$ cat src/rtl/pump_pkg.sv
package pump_pkg;
    localparam int DEF_IW       = 26;
    localparam int DEF_EF_DEPTH = 4;
    localparam int DEF_IF_DEPTH = 8;

    // flag positions counted down from the word's MSB
    localparam int TAIL_FROM_TOP = 1;
    localparam int ONCE_FROM_TOP = 2;
    localparam int INTR_FROM_TOP = 3;

    typedef enum logic {
        HATCH_OPEN   = 1'b0,
        HATCH_SEALED = 1'b1
    } hatch_e;
endpackage

$ cat src/rtl/pump_fifo.sv
module pump_fifo #(
    parameter int W     = 8,
    parameter int DEPTH = 4
) (
    input  logic         clk,
    input  logic         rst_n,
    input  logic         push_i,
    input  logic [W-1:0] push_data_i,
    input  logic         pop_i,
    output logic [W-1:0] head_o,
    output logic         empty_o,
    output logic         full_o
);
    localparam int AW = (DEPTH > 1) ? $clog2(DEPTH) : 1;
    localparam int CW = $clog2(DEPTH + 1);

    typedef struct packed {
        logic [DEPTH-1:0][W-1:0] mem;
        logic [AW-1:0]           rd;
        logic [AW-1:0]           wr;
        logic [CW-1:0]           cnt;
    } fifo_t;

    fifo_t st_d, st_q;

    always_comb begin
        st_d = st_q;
        if (push_i) begin
            st_d.mem[st_q.wr] = push_data_i;
            st_d.wr = (st_q.wr == AW'(DEPTH - 1)) ? '0 : st_q.wr + AW'(1);
        end
        if (pop_i) begin
            st_d.rd = (st_q.rd == AW'(DEPTH - 1)) ? '0 : st_q.rd + AW'(1);
        end
        st_d.cnt = st_q.cnt + CW'(push_i) - CW'(pop_i);
    end

    always_ff @(posedge clk or negedge rst_n) begin
        if (!rst_n) st_q <= '0;
        else        st_q <= st_d;
    end

    assign head_o  = st_q.mem[st_q.rd];
    assign empty_o = (st_q.cnt == '0);
    assign full_o  = (st_q.cnt == CW'(DEPTH));
endmodule

$ cat src/rtl/pump_hatch.sv
module pump_hatch
    import pump_pkg::*;
(
    input  logic clk,
    input  logic rst_n,
    input  logic seal_i,
    input  logic unseal_i,
    output logic sealed_o
);
    hatch_e hatch_d, hatch_q;

    always_comb begin
        hatch_d = hatch_q;
        // a zeroing event wins over a tail passing in the same cycle
        if (unseal_i)    hatch_d = HATCH_OPEN;
        else if (seal_i) hatch_d = HATCH_SEALED;
    end

    always_ff @(posedge clk or negedge rst_n) begin
        if (!rst_n) hatch_q <= HATCH_OPEN;
        else        hatch_q <= hatch_d;
    end

    assign sealed_o = (hatch_q == HATCH_SEALED);
endmodule

$ cat src/rtl/instr_pump.sv
module instr_pump
    import pump_pkg::*;
#(
    parameter int IW       = DEF_IW,
    parameter int EF_DEPTH = DEF_EF_DEPTH,
    parameter int IF_DEPTH = DEF_IF_DEPTH
) (
    input  logic          clk,
    input  logic          rst_n,
    input  logic          in_valid_i,
    input  logic [IW-1:0] in_instr_i,
    output logic          in_ready_o,
    input  logic          torp_valid_i,
    output logic          torp_ready_o,
    output logic          od_valid_o,
    output logic [IW-1:0] od_instr_o,
    input  logic          pred_ok_i,
    input  logic          exec_done_i,
    output logic          od_kill_o,
    input  logic          olc_zero_i,
    output logic          tack_o
);
    localparam int TAIL_BIT = IW - TAIL_FROM_TOP;
    localparam int ONCE_BIT = IW - ONCE_FROM_TOP;
    localparam int INTR_BIT = IW - INTR_FROM_TOP;

    typedef struct packed {
        logic [IW-1:0] od_instr;
        logic          exec_pend;
        logic          recirc_pend;
        logic          torp_held;
        logic          tack;
        logic          olc_zero_seen;
    } pump_t;

    pump_t st_d, st_q;

    logic [IW-1:0] ef_head, if_head, if_push_data;
    logic ef_empty, ef_full, if_empty, if_full, sealed;
    logic ef_push, ef_go, tail_pass, ef_to_if;
    logic if_push, od_load, kill, olc_rise, recirc_push, recirc_drop;

    pump_fifo #(.W(IW), .DEPTH(EF_DEPTH)) i_epilogue (
        .clk(clk), .rst_n(rst_n),
        .push_i(ef_push), .push_data_i(in_instr_i), .pop_i(ef_go),
        .head_o(ef_head), .empty_o(ef_empty), .full_o(ef_full)
    );

    pump_fifo #(.W(IW), .DEPTH(IF_DEPTH)) i_ring (
        .clk(clk), .rst_n(rst_n),
        .push_i(if_push), .push_data_i(if_push_data), .pop_i(od_load),
        .head_o(if_head), .empty_o(if_empty), .full_o(if_full)
    );

    pump_hatch i_hatch (
        .clk(clk), .rst_n(rst_n),
        .seal_i(tail_pass), .unseal_i(olc_rise | kill), .sealed_o(sealed)
    );

    always_comb begin
        ef_push   = in_valid_i && !ef_full;
        ef_go     = !ef_empty && !sealed && (ef_head[TAIL_BIT] || !if_full);
        tail_pass = ef_go && ef_head[TAIL_BIT];
        ef_to_if  = ef_go && !ef_head[TAIL_BIT];

        kill = st_q.exec_pend && st_q.torp_held && st_q.od_instr[INTR_BIT] && pred_ok_i;
        olc_rise = olc_zero_i && !st_q.olc_zero_seen;

        recirc_drop = st_q.recirc_pend &&
                      (kill || olc_zero_i || st_q.od_instr[ONCE_BIT]);
        recirc_push = st_q.recirc_pend && !recirc_drop && sealed && !if_full;

        // recirc_push needs a sealed hatch, ef_to_if an open one: never both
        if_push      = recirc_push || ef_to_if;
        if_push_data = recirc_push ? st_q.od_instr : ef_head;

        od_load = !st_q.exec_pend && !st_q.recirc_pend && !if_empty;

        st_d = st_q;
        st_d.exec_pend   = (st_q.exec_pend && !(kill || exec_done_i)) || od_load;
        st_d.recirc_pend = (st_q.recirc_pend && !(recirc_push || recirc_drop)) || od_load;
        if (od_load) st_d.od_instr = if_head;
        if (kill)
            st_d.torp_held = 1'b0;
        else if (torp_valid_i)
            st_d.torp_held = 1'b1;
        st_d.tack          = kill;
        st_d.olc_zero_seen = olc_zero_i;
    end

    always_ff @(posedge clk or negedge rst_n) begin
        if (!rst_n) begin
            st_q <= '0;
            st_q.olc_zero_seen <= 1'b1;
        end else begin
            st_q <= st_d;
        end
    end

    assign in_ready_o   = !ef_full;
    assign torp_ready_o = !st_q.torp_held;
    assign od_valid_o   = st_q.exec_pend;
    assign od_instr_o   = st_q.od_instr;
    assign od_kill_o    = kill;
    assign tack_o       = st_q.tack;
endmodule

$ cat config.mk
export PLATFORM = sky130hd
export DESIGN_NAME = instr_pump
export DESIGN_NICKNAME = d
export VERILOG_FILES = /design/src/rtl/pump_pkg.sv /design/src/rtl/pump_fifo.sv /design/src/rtl/pump_hatch.sv /design/src/rtl/instr_pump.sv
export SDC_FILE = /design/constraint.sdc
export NUM_CORES = 1
export LEC_CHECK = 0
export ABC_CLOCK_PERIOD_IN_PS = 5110
export BUFFER_PORTS_ARGS = -buffer_cell sky130_fd_sc_hd__buf_2
export CORE_MARGIN = 2
export CORE_UTILIZATION = 60
export CTS_CLUSTER_DIAMETER = 150
export DETAILED_ROUTE_END_ITERATION = 12
export PLACE_DENSITY = 0.8
export SYNTH_ARGS = -nofsm -noshare
export SYNTH_HDL_FRONTEND = slang
export SYNTH_SLANG_ARGS = --single-unit
$ cat constraint.sdc
create_clock -name clk -period 5.11 [get_ports clk]
set_clock_uncertainty 0.15 [all_clocks]
set_input_delay 1.533 -clock clk [delete_from_list [all_inputs] [get_ports clk]]
set_output_delay 1.533 -clock clk [all_outputs]
set_load 0.01 [all_outputs]
==> results of run 1 <==
[logic make-up (layout without fill, tap and decap cells)]
group                      count (synthesis)  in the layout  synth area share, %
AOI/OAI and AO/OA                         45             45                 2.06
buffers and inverters                    297            374                 7.88
xor gates and xnor gates                   4              4                0.207
and+or+nand+nor                           58             58                 1.47
muxes                                    448            448                 33.5
DFF                                      361            361                 53.4
adders and majority gates                 19             19                 1.49
[flip-flops by register name, indices dropped and copies added, names as in the netlist]
signal	count
i_ring.st_q	218
od_valid_o	1
i_hatch.sealed_o	1
od_instr_o	26
i_epilogue.st_q	111
st_q	3
tack_o	1
[worst max-delay path, delay by kind of cell]
kind / cells / cell delay, ns
AND/OR/NAND/NOR: 1 / 0.16
buffers and inverters: 3 / 0.43
[path summary, 6_finish.rpt]
check	from	endpoint	slack (ns)	cells past startpoint
worst max-delay path	pred_ok_i	od_kill_o	1.30	4
worst min-delay path	i_epilogue.st_q[62]$_DFFE_PN0P_	i_epilogue.st_q[62]$_DFFE_PN0P_	0.35	1
worst max register to register	i_epilogue.st_q[6]$_DFFE_PN0N_	i_ring.st_q[100]$_DFFE_PN0P_	1.37	6
worst min register to register	i_epilogue.st_q[62]$_DFFE_PN0P_	i_epilogue.st_q[62]$_DFFE_PN0P_	0.35	1
max in group asynchronous	rst_n	i_ring.st_q[7]$_DFFE_PN0P_	2.85	2
min in group asynchronous	rst_n	st_q[2]$_DFFE_PN0P_	0.92	1
[Yosys cell counts (8+ instances only)]
library cell / n / area (sq um)
sky130_fd_sc_hd__dfrtp_1: 360 / 9010
sky130_fd_sc_hd__clkbuf_1: 28 / 105
sky130_fd_sc_hd__nand2_1: 37 / 139
sky130_fd_sc_hd__mux4_2: 74 / 1670
sky130_fd_sc_hd__mux2_2: 119 / 1340
sky130_fd_sc_hd__buf_2: 13 / 65.1
sky130_fd_sc_hd__mux2i_1: 243 / 2430
sky130_fd_sc_hd__ha_1: 17 / 213
sky130_fd_sc_hd__buf_1: 9 / 33.8
sky130_fd_sc_hd__nor2_1: 8 / 30.0
sky130_fd_sc_hd__o21ai_0: 29 / 145
sky130_fd_sc_hd__buf_8: 8 / 120
sky130_fd_sc_hd__buf_4: 26 / 195
sky130_fd_sc_hd__inv_1: 211 / 792
sky130_fd_sc_hd__mux2_4: 8 / 120
[through the flow]
stage               power, mW  hold WS, ns  instances
finish                   13.4        0.348       1687
global route             14.2        0.356       1687
CTS                      13.5        0.351       1687
detailed placement       10.5        0.339       1622
global placement         10.2        0.329       1622
floorplan                8.98        0.319       1232
[cell usage in the layout (no fill, tap or decap), types with 6 or more instances in the layout]
cell type	Yosys	layout
sky130_fd_sc_hd__buf_2	13	62
sky130_fd_sc_hd__buf_4	26	32
sky130_fd_sc_hd__bufinv_16	0	6
sky130_fd_sc_hd__clkbuf_16	0	41
sky130_fd_sc_hd__clkbuf_8	0	7
sky130_fd_sc_hd__dfrtp_1	360	356
sky130_fd_sc_hd__ha_1	17	17
sky130_fd_sc_hd__inv_1	211	211
sky130_fd_sc_hd__mux2_2	119	119
sky130_fd_sc_hd__mux2_4	8	8
sky130_fd_sc_hd__mux2i_1	243	243
sky130_fd_sc_hd__mux4_2	74	74
sky130_fd_sc_hd__nand2_1	37	37
sky130_fd_sc_hd__nor2_1	8	8
sky130_fd_sc_hd__o21ai_0	29	29
[layout make-up]
class                           instances  area, sq um
Clock inverter                         12          216
Clock buffer                           53         1140
Timing Repair Buffer                   98          626
Multi-Input combinational cell        574         6590
Inverter                              211          792
Tap cell                              378          473
Fill cell                            1975         8900
Sequential cell                       361         9040
[report_power, final]
part	switching, mW	internal, mW	total [mW]
combinational	2.67	2.59	5.26
sequential	0.985	4.20	5.18
clock	1.11	1.86	2.97
[routing by layer]
layer	vias up	global-route usage, %	share of wire (%)	routed length, microns
li1	4291	-	-	-
met1	4989	35.7	45	15500
met2	174	40.0	48	16700
met5	-	0	0	0
met3	43	4.99	5.0	1710
met4	0	5.92	1.8	611
==> impl_metrics.xml, run 1 <==
<?xml version="1.0" encoding="UTF-8"?>
<metrics>
  <group name="floorplanning">
    <metric name="num_io_pins" unit="">64</metric>
    <metric name="std_cell_rows" unit="">61</metric>
    <metric name="initial_utilization" unit="%">60.9</metric>
    <metric name="die_x" unit="microns">172</metric>
    <metric name="core_region_area" unit="sq mm">0.0278</metric>
    <metric name="chipHeight" unit="microns">172</metric>
    <metric name="die_area" unit="sq mm">0.0296</metric>
  </group>
  <group name="clocking">
    <metric name="post-cts-setup-buffer-count" unit="">0</metric>
    <metric name="root_buffer" unit="">sky130_fd_sc_hd__clkbuf_16</metric>
    <metric name="insertion_delay" unit="ns">0.52</metric>
    <metric name="clock_buffer_count_from_cts" unit="">38</metric>
    <metric name="tritoncts" unit="">done</metric>
    <metric name="clk_pin_slew_worst_paths" unit="ns">0.05</metric>
    <metric name="cts.htree.levels" unit="">2</metric>
    <metric name="post_cts_resize_count" unit="">0</metric>
    <metric name="postCtsHoldBufs" unit="">0</metric>
    <metric name="clock_sink_count" unit="">361</metric>
    <metric name="cts_max_path_buffers" unit="">3</metric>
  </group>
  <group name="finish">
    <metric name="final_area" unit="sq mm">0.0189</metric>
    <metric name="antenna_fix_cells" unit="">0</metric>
    <metric name="finalCoreUtilization" unit="%">68.0</metric>
    <metric name="final_layout_size_suffix_gt1_share" unit="%">28.6</metric>
    <metric name="synthToLayoutAreaGrowth" unit="%">11.6</metric>
    <metric name="design.final.nets" unit="">1336</metric>
  </group>
  <group name="sta">
    <metric name="rsz_0062_raised_after_global_routing" unit="">false</metric>
    <metric name="max-slew-margin-rel" unit="%">29.5</metric>
    <metric name="fin_crit_sh" unit="%">74.6</metric>
    <metric name="report.final.slew_viol_count" unit="">0</metric>
    <metric name="setup_ws" unit="ns">1.30</metric>
    <metric name="setup_viol" unit="">0</metric>
    <metric name="max_clock_freq" unit="GHz">0.262</metric>
    <metric name="final_hold_viol_count" unit="">0</metric>
    <metric name="layout_min_cycle_time" unit="ns">3.81</metric>
    <metric name="tightestPinTransition" unit="ns">1.06</metric>
    <metric name="final.setup.tns" unit="ns">0</metric>
  </group>
  <group name="routing">
    <metric name="remaining_drc_errors" unit="">0</metric>
    <metric name="drtPass1Iterations" unit="">4</metric>
    <metric name="num_vias" unit="">9497</metric>
    <metric name="routed_via_density" unit="">5.63</metric>
    <metric name="wl_per_cell" unit="microns">20.5</metric>
    <metric name="dr.first_iter.drc_count" unit="">511</metric>
    <metric name="antenna_violating_nets_post_route" unit="">0</metric>
    <metric name="routed_wirelength" unit="microns">34600</metric>
  </group>
  <group name="grt">
    <metric name="grt.overflow.total" unit="">0</metric>
    <metric name="initial_antenna_violation_count" unit="">0</metric>
    <metric name="grt_pass1_vias" unit="">10400</metric>
    <metric name="global_route_wire_length_before_repair" unit="microns">56700</metric>
    <metric name="grtUsageTotal" unit="%">24.9</metric>
    <metric name="maximum_number_of_pins_on_one_net_before_global_route_repair" unit="">126</metric>
  </group>
  <group name="logic_synthesis">
    <metric name="syn_nets" unit="">1284</metric>
    <metric name="synth-main-ff-cell" unit="">sky130_fd_sc_hd__dfrtp_1</metric>
    <metric name="post_syn_area" unit="sq mm">0.0169</metric>
    <metric name="ys_seq_elements" unit="">361</metric>
    <metric name="number_of_synthesized_flops_with_an_enable_pin" unit="">0</metric>
    <metric name="post_synth.cell_area_avg" unit="sq um">13.7</metric>
    <metric name="synth-async-reset-ratio" unit="%">100</metric>
    <metric name="seq_area_frac_synth" unit="%">53.4</metric>
    <metric name="distinct_cells_synth" unit="">39</metric>
    <metric name="synthesis_warning_total" unit="">0</metric>
    <metric name="synthCells" unit="">1232</metric>
  </group>
  <group name="placed_design">
    <metric name="dpl-instance-area" unit="sq mm">0.0175</metric>
    <metric name="dp_slack" unit="ns">0.893</metric>
    <metric name="globalplace.congestion" unit="">0.731</metric>
    <metric name="hpwl" unit="microns">22200</metric>
    <metric name="io_buffers" unit="">63</metric>
  </group>
  <group name="critical_path">
    <metric name="timing.critical_path.slowest_stage_cell" unit="">sky130_fd_sc_hd__inv_1</metric>
    <metric name="path_class" unit="">in -&gt; out</metric>
    <metric name="critical-path-top-cell-by-count" unit="">sky130_fd_sc_hd__buf_2</metric>
    <metric name="path_cells" unit="">buf_2, nand4_1, inv_1, buf_2</metric>
    <metric name="critPathCaptureType" unit="">primary output</metric>
    <metric name="required" unit="ns">3.43</metric>
    <metric name="critical_path_peak_fanout" unit="">4</metric>
    <metric name="critical_path.max_stage_delay" unit="ns">0.19</metric>
    <metric name="critPathLaunchType" unit="">input port</metric>
    <metric name="endpoint_arrival_time_on_the_critical_path" unit="ns">2.13</metric>
  </group>
  <group name="job">
    <metric name="maxCapViolations" unit="">0</metric>
  </group>
  <group name="pwr">
    <metric name="p_per_area" unit="mW/mm^2">710</metric>
    <metric name="static-leakage-power" unit="nW">8.57</metric>
    <metric name="ir_drop" unit="V">0.000429</metric>
  </group>
  <group name="status">
    <metric name="status" unit="">finished, final reports clean</metric>
  </group>
  <group name="min_path">
    <metric name="timing.hold.worst.class" unit="">reg -&gt; reg</metric>
  </group>
</metrics>
(Power assumes the default switching activity.)
==> run 2, diff against run 1 <==
- ABC_CLOCK_PERIOD_IN_PS: 5110 -> 3250
- CORE_UTILIZATION: 60 -> 56
- PLACE_DENSITY: 0.8 -> 0.78
- clock period: 5.11 -> 3.25 ns (I/O delays scaled with it)
==> impl_metrics.xml, run 2 (synthesis results as in run 1) <==
<?xml version="1.0" encoding="UTF-8"?>
<metrics>
  <group name="clocking">
    <metric name="cts.htree.levels" unit="">2</metric>
    <metric name="postCtsHoldBufs" unit="">0</metric>
    <metric name="clock_sink_count" unit="">361</metric>
    <metric name="post_cts_resize_count" unit="">0</metric>
    <metric name="cts_max_path_buffers" unit="">3</metric>
    <metric name="post-cts-setup-buffer-count" unit="">0</metric>
    <metric name="clock_buffer_count_from_cts" unit="">38</metric>
    <metric name="insertion_delay" unit="ns">0.52</metric>
    <metric name="root_buffer" unit="">sky130_fd_sc_hd__clkbuf_16</metric>
    <metric name="tritoncts" unit="">done</metric>
    <metric name="clk_pin_slew_worst_paths" unit="ns">0.06</metric>
  </group>
  <group name="placed_design">
    <metric name="globalplace.congestion" unit="">0.755</metric>
    <metric name="hpwl" unit="microns">23200</metric>
    <metric name="numPlacedInstances" unit="">1671</metric>
    <metric name="io_buffers" unit="">63</metric>
    <metric name="dpl-instance-area" unit="sq mm">0.0180</metric>
  </group>
  <group name="routing">
    <metric name="dr.first_iter.drc_count" unit="">611</metric>
    <metric name="antenna_violating_nets_post_route" unit="">0</metric>
    <metric name="num_vias" unit="">9641</metric>
    <metric name="drtPass1Iterations" unit="">4</metric>
    <metric name="routed_via_density" unit="">5.55</metric>
    <metric name="remaining_drc_errors" unit="">0</metric>
    <metric name="routed_wirelength" unit="microns">35200</metric>
    <metric name="wl_per_cell" unit="microns">20.3</metric>
  </group>
  <group name="floorplanning">
    <metric name="initial_utilization" unit="%">56.9</metric>
    <metric name="die_x" unit="microns">178</metric>
    <metric name="std_cell_rows" unit="">63</metric>
    <metric name="chipHeight" unit="microns">178</metric>
    <metric name="num_io_pins" unit="">64</metric>
    <metric name="core_region_area" unit="sq mm">0.0297</metric>
    <metric name="die_area" unit="sq mm">0.0316</metric>
  </group>
  <group name="grt">
    <metric name="maximum_number_of_pins_on_one_net_before_global_route_repair" unit="">91</metric>
    <metric name="grtUsageTotal" unit="%">23.5</metric>
    <metric name="grt.overflow.total" unit="">0</metric>
    <metric name="initial_antenna_violation_count" unit="">1</metric>
    <metric name="grt_pass1_vias" unit="">10500</metric>
    <metric name="global_route_wire_length_before_repair" unit="microns">57300</metric>
  </group>
  <group name="sta">
    <metric name="max_clock_freq" unit="GHz">0.330</metric>
    <metric name="max-slew-margin-rel" unit="%">45.8</metric>
    <metric name="report.final.slew_viol_count" unit="">0</metric>
    <metric name="layout_min_cycle_time" unit="ns">3.03</metric>
    <metric name="fin_crit_sh" unit="%">93.3</metric>
    <metric name="tightestPinTransition" unit="ns">0.814</metric>
    <metric name="final_hold_viol_count" unit="">0</metric>
    <metric name="rsz_0062_raised_after_global_routing" unit="">false</metric>
    <metric name="setup_viol" unit="">0</metric>
  </group>
  <group name="finish">
    <metric name="post_layout_nonfiller_instances" unit="">1738</metric>
    <metric name="layout_common_cells" unit="">356 x sky130_fd_sc_hd__dfrtp_1, 243 x sky130_fd_sc_hd__mux2i_1, 209 x sky130_fd_sc_hd__inv_1</metric>
    <metric name="design.final.nets" unit="">1373</metric>
    <metric name="final_layout_size_suffix_gt1_share" unit="%">30.9</metric>
    <metric name="final_area" unit="sq mm">0.0193</metric>
    <metric name="synthToLayoutAreaGrowth" unit="%">13.8</metric>
    <metric name="antenna_fix_cells" unit="">0</metric>
    <metric name="largest_register_ff_count" unit="">218</metric>
    <metric name="final_common_cell" unit="">sky130_fd_sc_hd__dfrtp_1</metric>
    <metric name="register_bank_with_the_most_flops" unit="">i_ring.st_q</metric>
  </group>
  <group name="critical_path">
    <metric name="path_class" unit="">reg -&gt; reg</metric>
    <metric name="critPathLaunchType" unit="">flip-flop</metric>
    <metric name="worst_path_dominant_cell_family" unit="">adder cells</metric>
    <metric name="critical_path_peak_fanout" unit="">3</metric>
    <metric name="worst-path-buf-inv" unit="">5</metric>
    <metric name="path_cells" unit="">inv_1, ha_1, or3b_2, o21ai_0, buf_4, inv_1, ha_1, inv_1, ha_1, inv_1, fa_1, xnor2_1, xnor2_1</metric>
    <metric name="critPathCaptureType" unit="">flip-flop</metric>
    <metric name="endpoint_arrival_time_on_the_critical_path" unit="ns">3.32</metric>
    <metric name="critical_path.max_stage_delay" unit="ns">0.51</metric>
    <metric name="critical-path-top-cell-by-count" unit="">sky130_fd_sc_hd__inv_1</metric>
    <metric name="timing.critical_path.slowest_stage_cell" unit="">sky130_fd_sc_hd__or3b_2</metric>
    <metric name="required" unit="ns">3.54</metric>
  </group>
  <group name="job">
    <metric name="maxCapViolations" unit="">0</metric>
  </group>
  <group name="min_path">
    <metric name="timing.hold.worst.class" unit="">in -&gt; async</metric>
  </group>
  <group name="pwr">
    <metric name="ir_drop" unit="V">0.000474</metric>
    <metric name="static-leakage-power" unit="nW">8.75</metric>
    <metric name="p_per_area" unit="mW/mm^2">1110</metric>
  </group>
  <group name="status">
    <metric name="status" unit="">finished, final reports clean</metric>
  </group>
</metrics>
## run 2: cell types whose count changed in the layout (fill, tap and decap cells not counted), sizes merged
cell / previous run / this run
buf: 98 / 135
bufinv: 6 / 2
clkbuf: 53 / 61
clkinv: 5 / 3
## run 2: final timing paths
path / from / to / slack [ns] / cells past startpoint
max reg2reg: i_ring.st_q[2]$_DFF_PN0_ / i_epilogue.st_q[2]$_DFF_PN0_ / 0.22 / 13
max in group asynchronous: rst_n / i_epilogue.st_q[5]$_DFFE_PN0N_ / 1.97 / 2
min reg2reg: i_epilogue.st_q[7]$_DFFE_PN0P_ / i_epilogue.st_q[7]$_DFFE_PN0P_ / 0.35 / 1
min: rst_n / od_instr_o[22]$_DFFE_PN0P_ / 0.19 / 1
max: i_ring.st_q[2]$_DFF_PN0_ / i_epilogue.st_q[2]$_DFF_PN0_ / 0.22 / 13
min in group clk: i_epilogue.st_q[7]$_DFFE_PN0P_ / i_epilogue.st_q[7]$_DFFE_PN0P_ / 0.35 / 1
## run 2: area by class of cell
type | count | area (sq um)
clock inverters | 6 | 83.8
repair buffers | 135 | 1030
inverters | 211 | 792
clock buffers | 61 | 1190
well taps | 390 | 488
flip-flops and latches | 361 | 9040
multi-input cells | 574 | 6640
fillers | 2142 | 10500
## run 2: power by group
part | switching, mW | internal, mW
clock network | 1.72 | 2.66
registers | 1.42 | 6.60
logic | 4.43 | 4.59
total | 7.57 | 13.8
## run 2: metal layers
metal	routed length, microns	track usage [%]
met1	15600	33.1
met2	17300	39.0
met3	1760	3.86
met4	593	5.19
met5	13	0
## run 2: metrics by stage
step,total power [mW],TNS (ns),utilization [%],worst slack (ns),hold slack [ns]
4_1_cts,21.6,0,64.8,0.228,0.189
5_1_grt,22.7,0,64.8,0.114,0.201
3_3_place_gp,16.7,0,60.5,0.259,0.329
3_5_place_dp,17.1,0,60.5,0.239,0.334
2_1_floorplan,14.2,-0.252,-,-0.111,0.319
6_report,21.4,0,64.8,0.219,0.189
==> run 3, diff against run 2 <==
- ABC_AREA: unset -> 1
==> impl_metrics.xml, run 3 <==
<?xml version="1.0" encoding="UTF-8"?>
<metrics>
  <group name="logic_synthesis">
    <metric name="synth-async-reset-ratio" unit="%">100</metric>
    <metric name="post_synth.cell_area_avg" unit="sq um">7.73</metric>
    <metric name="synth_largest_area_cell" unit="">sky130_fd_sc_hd__dfrtp_1</metric>
    <metric name="synth_top_area_share" unit="%">50.2</metric>
    <metric name="syn_nets" unit="">2375</metric>
    <metric name="post_syn_area" unit="sq mm">0.0180</metric>
    <metric name="synth-main-ff-cell" unit="">sky130_fd_sc_hd__dfrtp_1</metric>
    <metric name="top_area_cells_in_the_synthesized_netlist" unit="">sky130_fd_sc_hd__dfrtp_1 50%, sky130_fd_sc_hd__nand2_1 18%, sky130_fd_sc_hd__nand3_1 10%</metric>
    <metric name="synthCells" unit="">2323</metric>
    <metric name="distinct_cells_synth" unit="">30</metric>
    <metric name="ys_seq_elements" unit="">361</metric>
    <metric name="seq_area_frac_synth" unit="%">50.3</metric>
    <metric name="number_of_synthesized_flops_with_an_enable_pin" unit="">0</metric>
    <metric name="synthesis_warning_total" unit="">0</metric>
    <metric name="synth.most_common_cell" unit="">sky130_fd_sc_hd__nand2_1</metric>
    <metric name="synth_common_cells" unit="">840 x sky130_fd_sc_hd__nand2_1, 367 x sky130_fd_sc_hd__nand3_1, 360 x sky130_fd_sc_hd__dfrtp_1, 248 x sky130_fd_sc_hd__inv_1, 165 x sky130_fd_sc_hd__o21ai_0</metric>
  </group>
  <group name="job">
    <metric name="maxCapViolations" unit="">0</metric>
  </group>
  <group name="critical_path">
    <metric name="setup.reg_to_reg.worst_slack" unit="ns">0.36</metric>
    <metric name="path_class" unit="">reg -&gt; reg</metric>
    <metric name="timing.critical_path.slowest_stage_cell" unit="">sky130_fd_sc_hd__buf_4</metric>
    <metric name="critical_path_peak_fanout" unit="">82</metric>
    <metric name="required" unit="ns">3.55</metric>
    <metric name="path_cells" unit="">inv_2, nand2_1, nand3_1, nand2_1, nand3_1, nand2_8, buf_12, buf_4, nand3_1, nand2_1</metric>
    <metric name="critical_path.max_stage_delay" unit="ns">0.57</metric>
    <metric name="critPathCaptureType" unit="">flip-flop</metric>
    <metric name="critPathLaunchType" unit="">flip-flop</metric>
    <metric name="worst-path-buf-inv" unit="">3</metric>
    <metric name="endpoint_arrival_time_on_the_critical_path" unit="ns">3.19</metric>
    <metric name="worst_path_dominant_cell_family" unit="">buffers and inverters</metric>
  </group>
  <group name="status">
    <metric name="status" unit="">finished, final reports clean</metric>
  </group>
  <group name="min_path">
    <metric name="timing.hold.worst.class" unit="">in -&gt; async</metric>
  </group>
  <group name="routing">
    <metric name="num_vias" unit="">15400</metric>
    <metric name="drtPass1Iterations" unit="">5</metric>
    <metric name="routed_wirelength" unit="microns">46800</metric>
    <metric name="routed_via_density" unit="">5.63</metric>
    <metric name="wl_per_cell" unit="microns">17.2</metric>
    <metric name="antenna_violating_nets_post_route" unit="">0</metric>
    <metric name="dr.first_iter.drc_count" unit="">1408</metric>
    <metric name="remaining_drc_errors" unit="">0</metric>
  </group>
  <group name="finish">
    <metric name="synthToLayoutAreaGrowth" unit="%">9.42</metric>
    <metric name="finalCoreUtilization" unit="%">62.3</metric>
    <metric name="final_common_cell" unit="">sky130_fd_sc_hd__nand2_1</metric>
    <metric name="layout_common_cells" unit="">840 x sky130_fd_sc_hd__nand2_1, 367 x sky130_fd_sc_hd__nand3_1, 358 x sky130_fd_sc_hd__dfrtp_1</metric>
    <metric name="post_layout_nonfiller_instances" unit="">2728</metric>
    <metric name="largest_register_ff_count" unit="">218</metric>
    <metric name="register_bank_with_the_most_flops" unit="">i_ring.st_q</metric>
    <metric name="final_layout_size_suffix_gt1_share" unit="%">8.13</metric>
    <metric name="design.final.nets" unit="">2350</metric>
    <metric name="antenna_fix_cells" unit="">0</metric>
  </group>
  <group name="clocking">
    <metric name="root_buffer" unit="">sky130_fd_sc_hd__clkbuf_16</metric>
    <metric name="post_cts_resize_count" unit="">0</metric>
    <metric name="postCtsHoldBufs" unit="">0</metric>
    <metric name="clk_pin_slew_worst_paths" unit="ns">0.06</metric>
    <metric name="insertion_delay" unit="ns">0.52</metric>
    <metric name="cts.htree.levels" unit="">2</metric>
    <metric name="cts_max_path_buffers" unit="">3</metric>
    <metric name="clock_buffer_count_from_cts" unit="">38</metric>
    <metric name="post-cts-setup-buffer-count" unit="">0</metric>
    <metric name="clock_sink_count" unit="">361</metric>
    <metric name="tritoncts" unit="">done</metric>
  </group>
  <group name="floorplanning">
    <metric name="num_io_pins" unit="">64</metric>
    <metric name="die_x" unit="microns">183</metric>
    <metric name="die_area" unit="sq mm">0.0335</metric>
    <metric name="initial_utilization" unit="%">56.9</metric>
    <metric name="chipHeight" unit="microns">183</metric>
    <metric name="core_region_area" unit="sq mm">0.0316</metric>
    <metric name="std_cell_rows" unit="">65</metric>
  </group>
  <group name="pwr">
    <metric name="p_int" unit="mW">12.2</metric>
    <metric name="power_share_of_the_clock_group" unit="%">19.3</metric>
    <metric name="static-leakage-power" unit="nW">10.6</metric>
    <metric name="ir_drop" unit="V">0.000809</metric>
    <metric name="power.net_switching" unit="mW">10.4</metric>
    <metric name="p_per_area" unit="mW/mm^2">1150</metric>
    <metric name="power_frac_seq" unit="%">34.9</metric>
    <metric name="pwr-share-comb" unit="%">45.8</metric>
    <metric name="power.switching_fraction" unit="%">46.1</metric>
  </group>
  <group name="sta">
    <metric name="max_clock_freq" unit="GHz">0.346</metric>
    <metric name="tightestPinTransition" unit="ns">1.33</metric>
    <metric name="max-slew-margin-rel" unit="%">10.7</metric>
    <metric name="layout_min_cycle_time" unit="ns">2.89</metric>
    <metric name="final_hold_viol_count" unit="">0</metric>
    <metric name="final.setup.tns" unit="ns">0</metric>
    <metric name="setup_viol" unit="">0</metric>
    <metric name="report.final.slew_viol_count" unit="">0</metric>
    <metric name="rsz_0062_raised_after_global_routing" unit="">false</metric>
    <metric name="fin_crit_sh" unit="%">88.9</metric>
  </group>
  <group name="placed_design">
    <metric name="numPlacedInstances" unit="">2660</metric>
    <metric name="globalplace.congestion" unit="">0.820</metric>
    <metric name="io_buffers" unit="">63</metric>
    <metric name="hpwl" unit="microns">28000</metric>
  </group>
  <group name="grt">
    <metric name="grt_pass1_vias" unit="">14600</metric>
    <metric name="initial_antenna_violation_count" unit="">0</metric>
    <metric name="maximum_number_of_pins_on_one_net_before_global_route_repair" unit="">83</metric>
    <metric name="global_route_wire_length_before_repair" unit="microns">76500</metric>
    <metric name="grt.overflow.total" unit="">0</metric>
    <metric name="grtUsageTotal" unit="%">28.3</metric>
  </group>
</metrics>
==> run 3: cell types whose count changed after synthesis, moves of 40 or more <==
cell | before | now
sky130_fd_sc_hd__mux4_2 | 74 | 0
sky130_fd_sc_hd__nand3_1 | 2 | 367
sky130_fd_sc_hd__buf_2 | 13 | 53
sky130_fd_sc_hd__mux2_2 | 119 | 0
sky130_fd_sc_hd__o211ai_1 | 0 | 53
sky130_fd_sc_hd__mux2i_1 | 243 | 0
sky130_fd_sc_hd__o21ai_0 | 29 | 165
sky130_fd_sc_hd__a21oi_1 | 2 | 54
sky130_fd_sc_hd__nand2_1 | 37 | 840
==> run 3: layer usage <==
metal / vias to the layer above / share of wire (%) / track usage, %
met4: 0 / 2.9 / 8.96
met5: - / 0 / 0
met3: 123 / 9.0 / 6.10
met1: 7281 / 42 / 38.8
met2: 663 / 47 / 45.5
li1: 7293 / - / -
==> run 3: cell type report <==
type / count / area, sq um
inverter: 256 / 961
tap: 402 / 503
sequential: 361 / 9040
clock inverter: 6 / 57.6
multi-input combinational: 1534 / 7100
clock buffer: 62 / 1190
timing repair buffer: 107 / 793
fill: 2682 / 11900
==> run 3: power by group through the flow <==
stage               Clock [mW]  Combinational (mW)  Sequential (mW)
floorplan                    0                7.80             7.33
global placement             0                9.82             7.81
detailed placement           0                10.1             7.88
CTS                       4.39                10.2             7.83
global route              4.57                11.6             8.10
finish                    4.37                10.3             7.87
==> run 3: kinds of logic (layout without fill, tap and decap cells) <==
kind of cell,Yosys count,count (layout),synth area share (%)
buf+inv,428,431,10.3
flops,361,361,50.3
compound gates,275,275,8.48
xor+xnor,4,4,0.195
fa+ha+maj,19,19,1.41
simple gates,1236,1236,29.3
==> run 3: per-stage QoR <==
step | hold slack [ns] | area (sq um) | total power [mW] | setup WS (ns)
floorplan | 0.287 | 18000 | 15.1 | 0.188
global placement | 0.297 | 18400 | 17.6 | 0.317
detailed placement | 0.304 | 18400 | 18.0 | 0.230
CTS | 0.289 | 19700 | 22.4 | 0.419
global route | 0.315 | 19700 | 24.3 | 0.157
finish | 0.271 | 19700 | 22.6 | 0.361
==> run 3: path summary, 6_finish.rpt <==
| check | start | to | depth (start not counted) |
|---|---|---|---|
| hold / removal | rst_n | i_ring.st_q[27]$_DFFE_PN0P_ | 1 |
| setup / recovery | i_epilogue.st_q[5]$_DFFE_PN0N_ | i_ring.st_q[119]$_DFFE_PN0P_ | 10 |
| max in group asynchronous | rst_n | st_q[0]$_DFF_PN1_ | 2 |
| min in group clk | i_ring.st_q[135]$_DFFE_PN0P_ | i_ring.st_q[135]$_DFFE_PN0P_ | 2 |
| setup reg to reg | i_epilogue.st_q[5]$_DFFE_PN0N_ | i_ring.st_q[119]$_DFFE_PN0P_ | 10 |
| hold reg to reg | i_ring.st_q[135]$_DFFE_PN0P_ | i_ring.st_q[135]$_DFFE_PN0P_ | 2 |
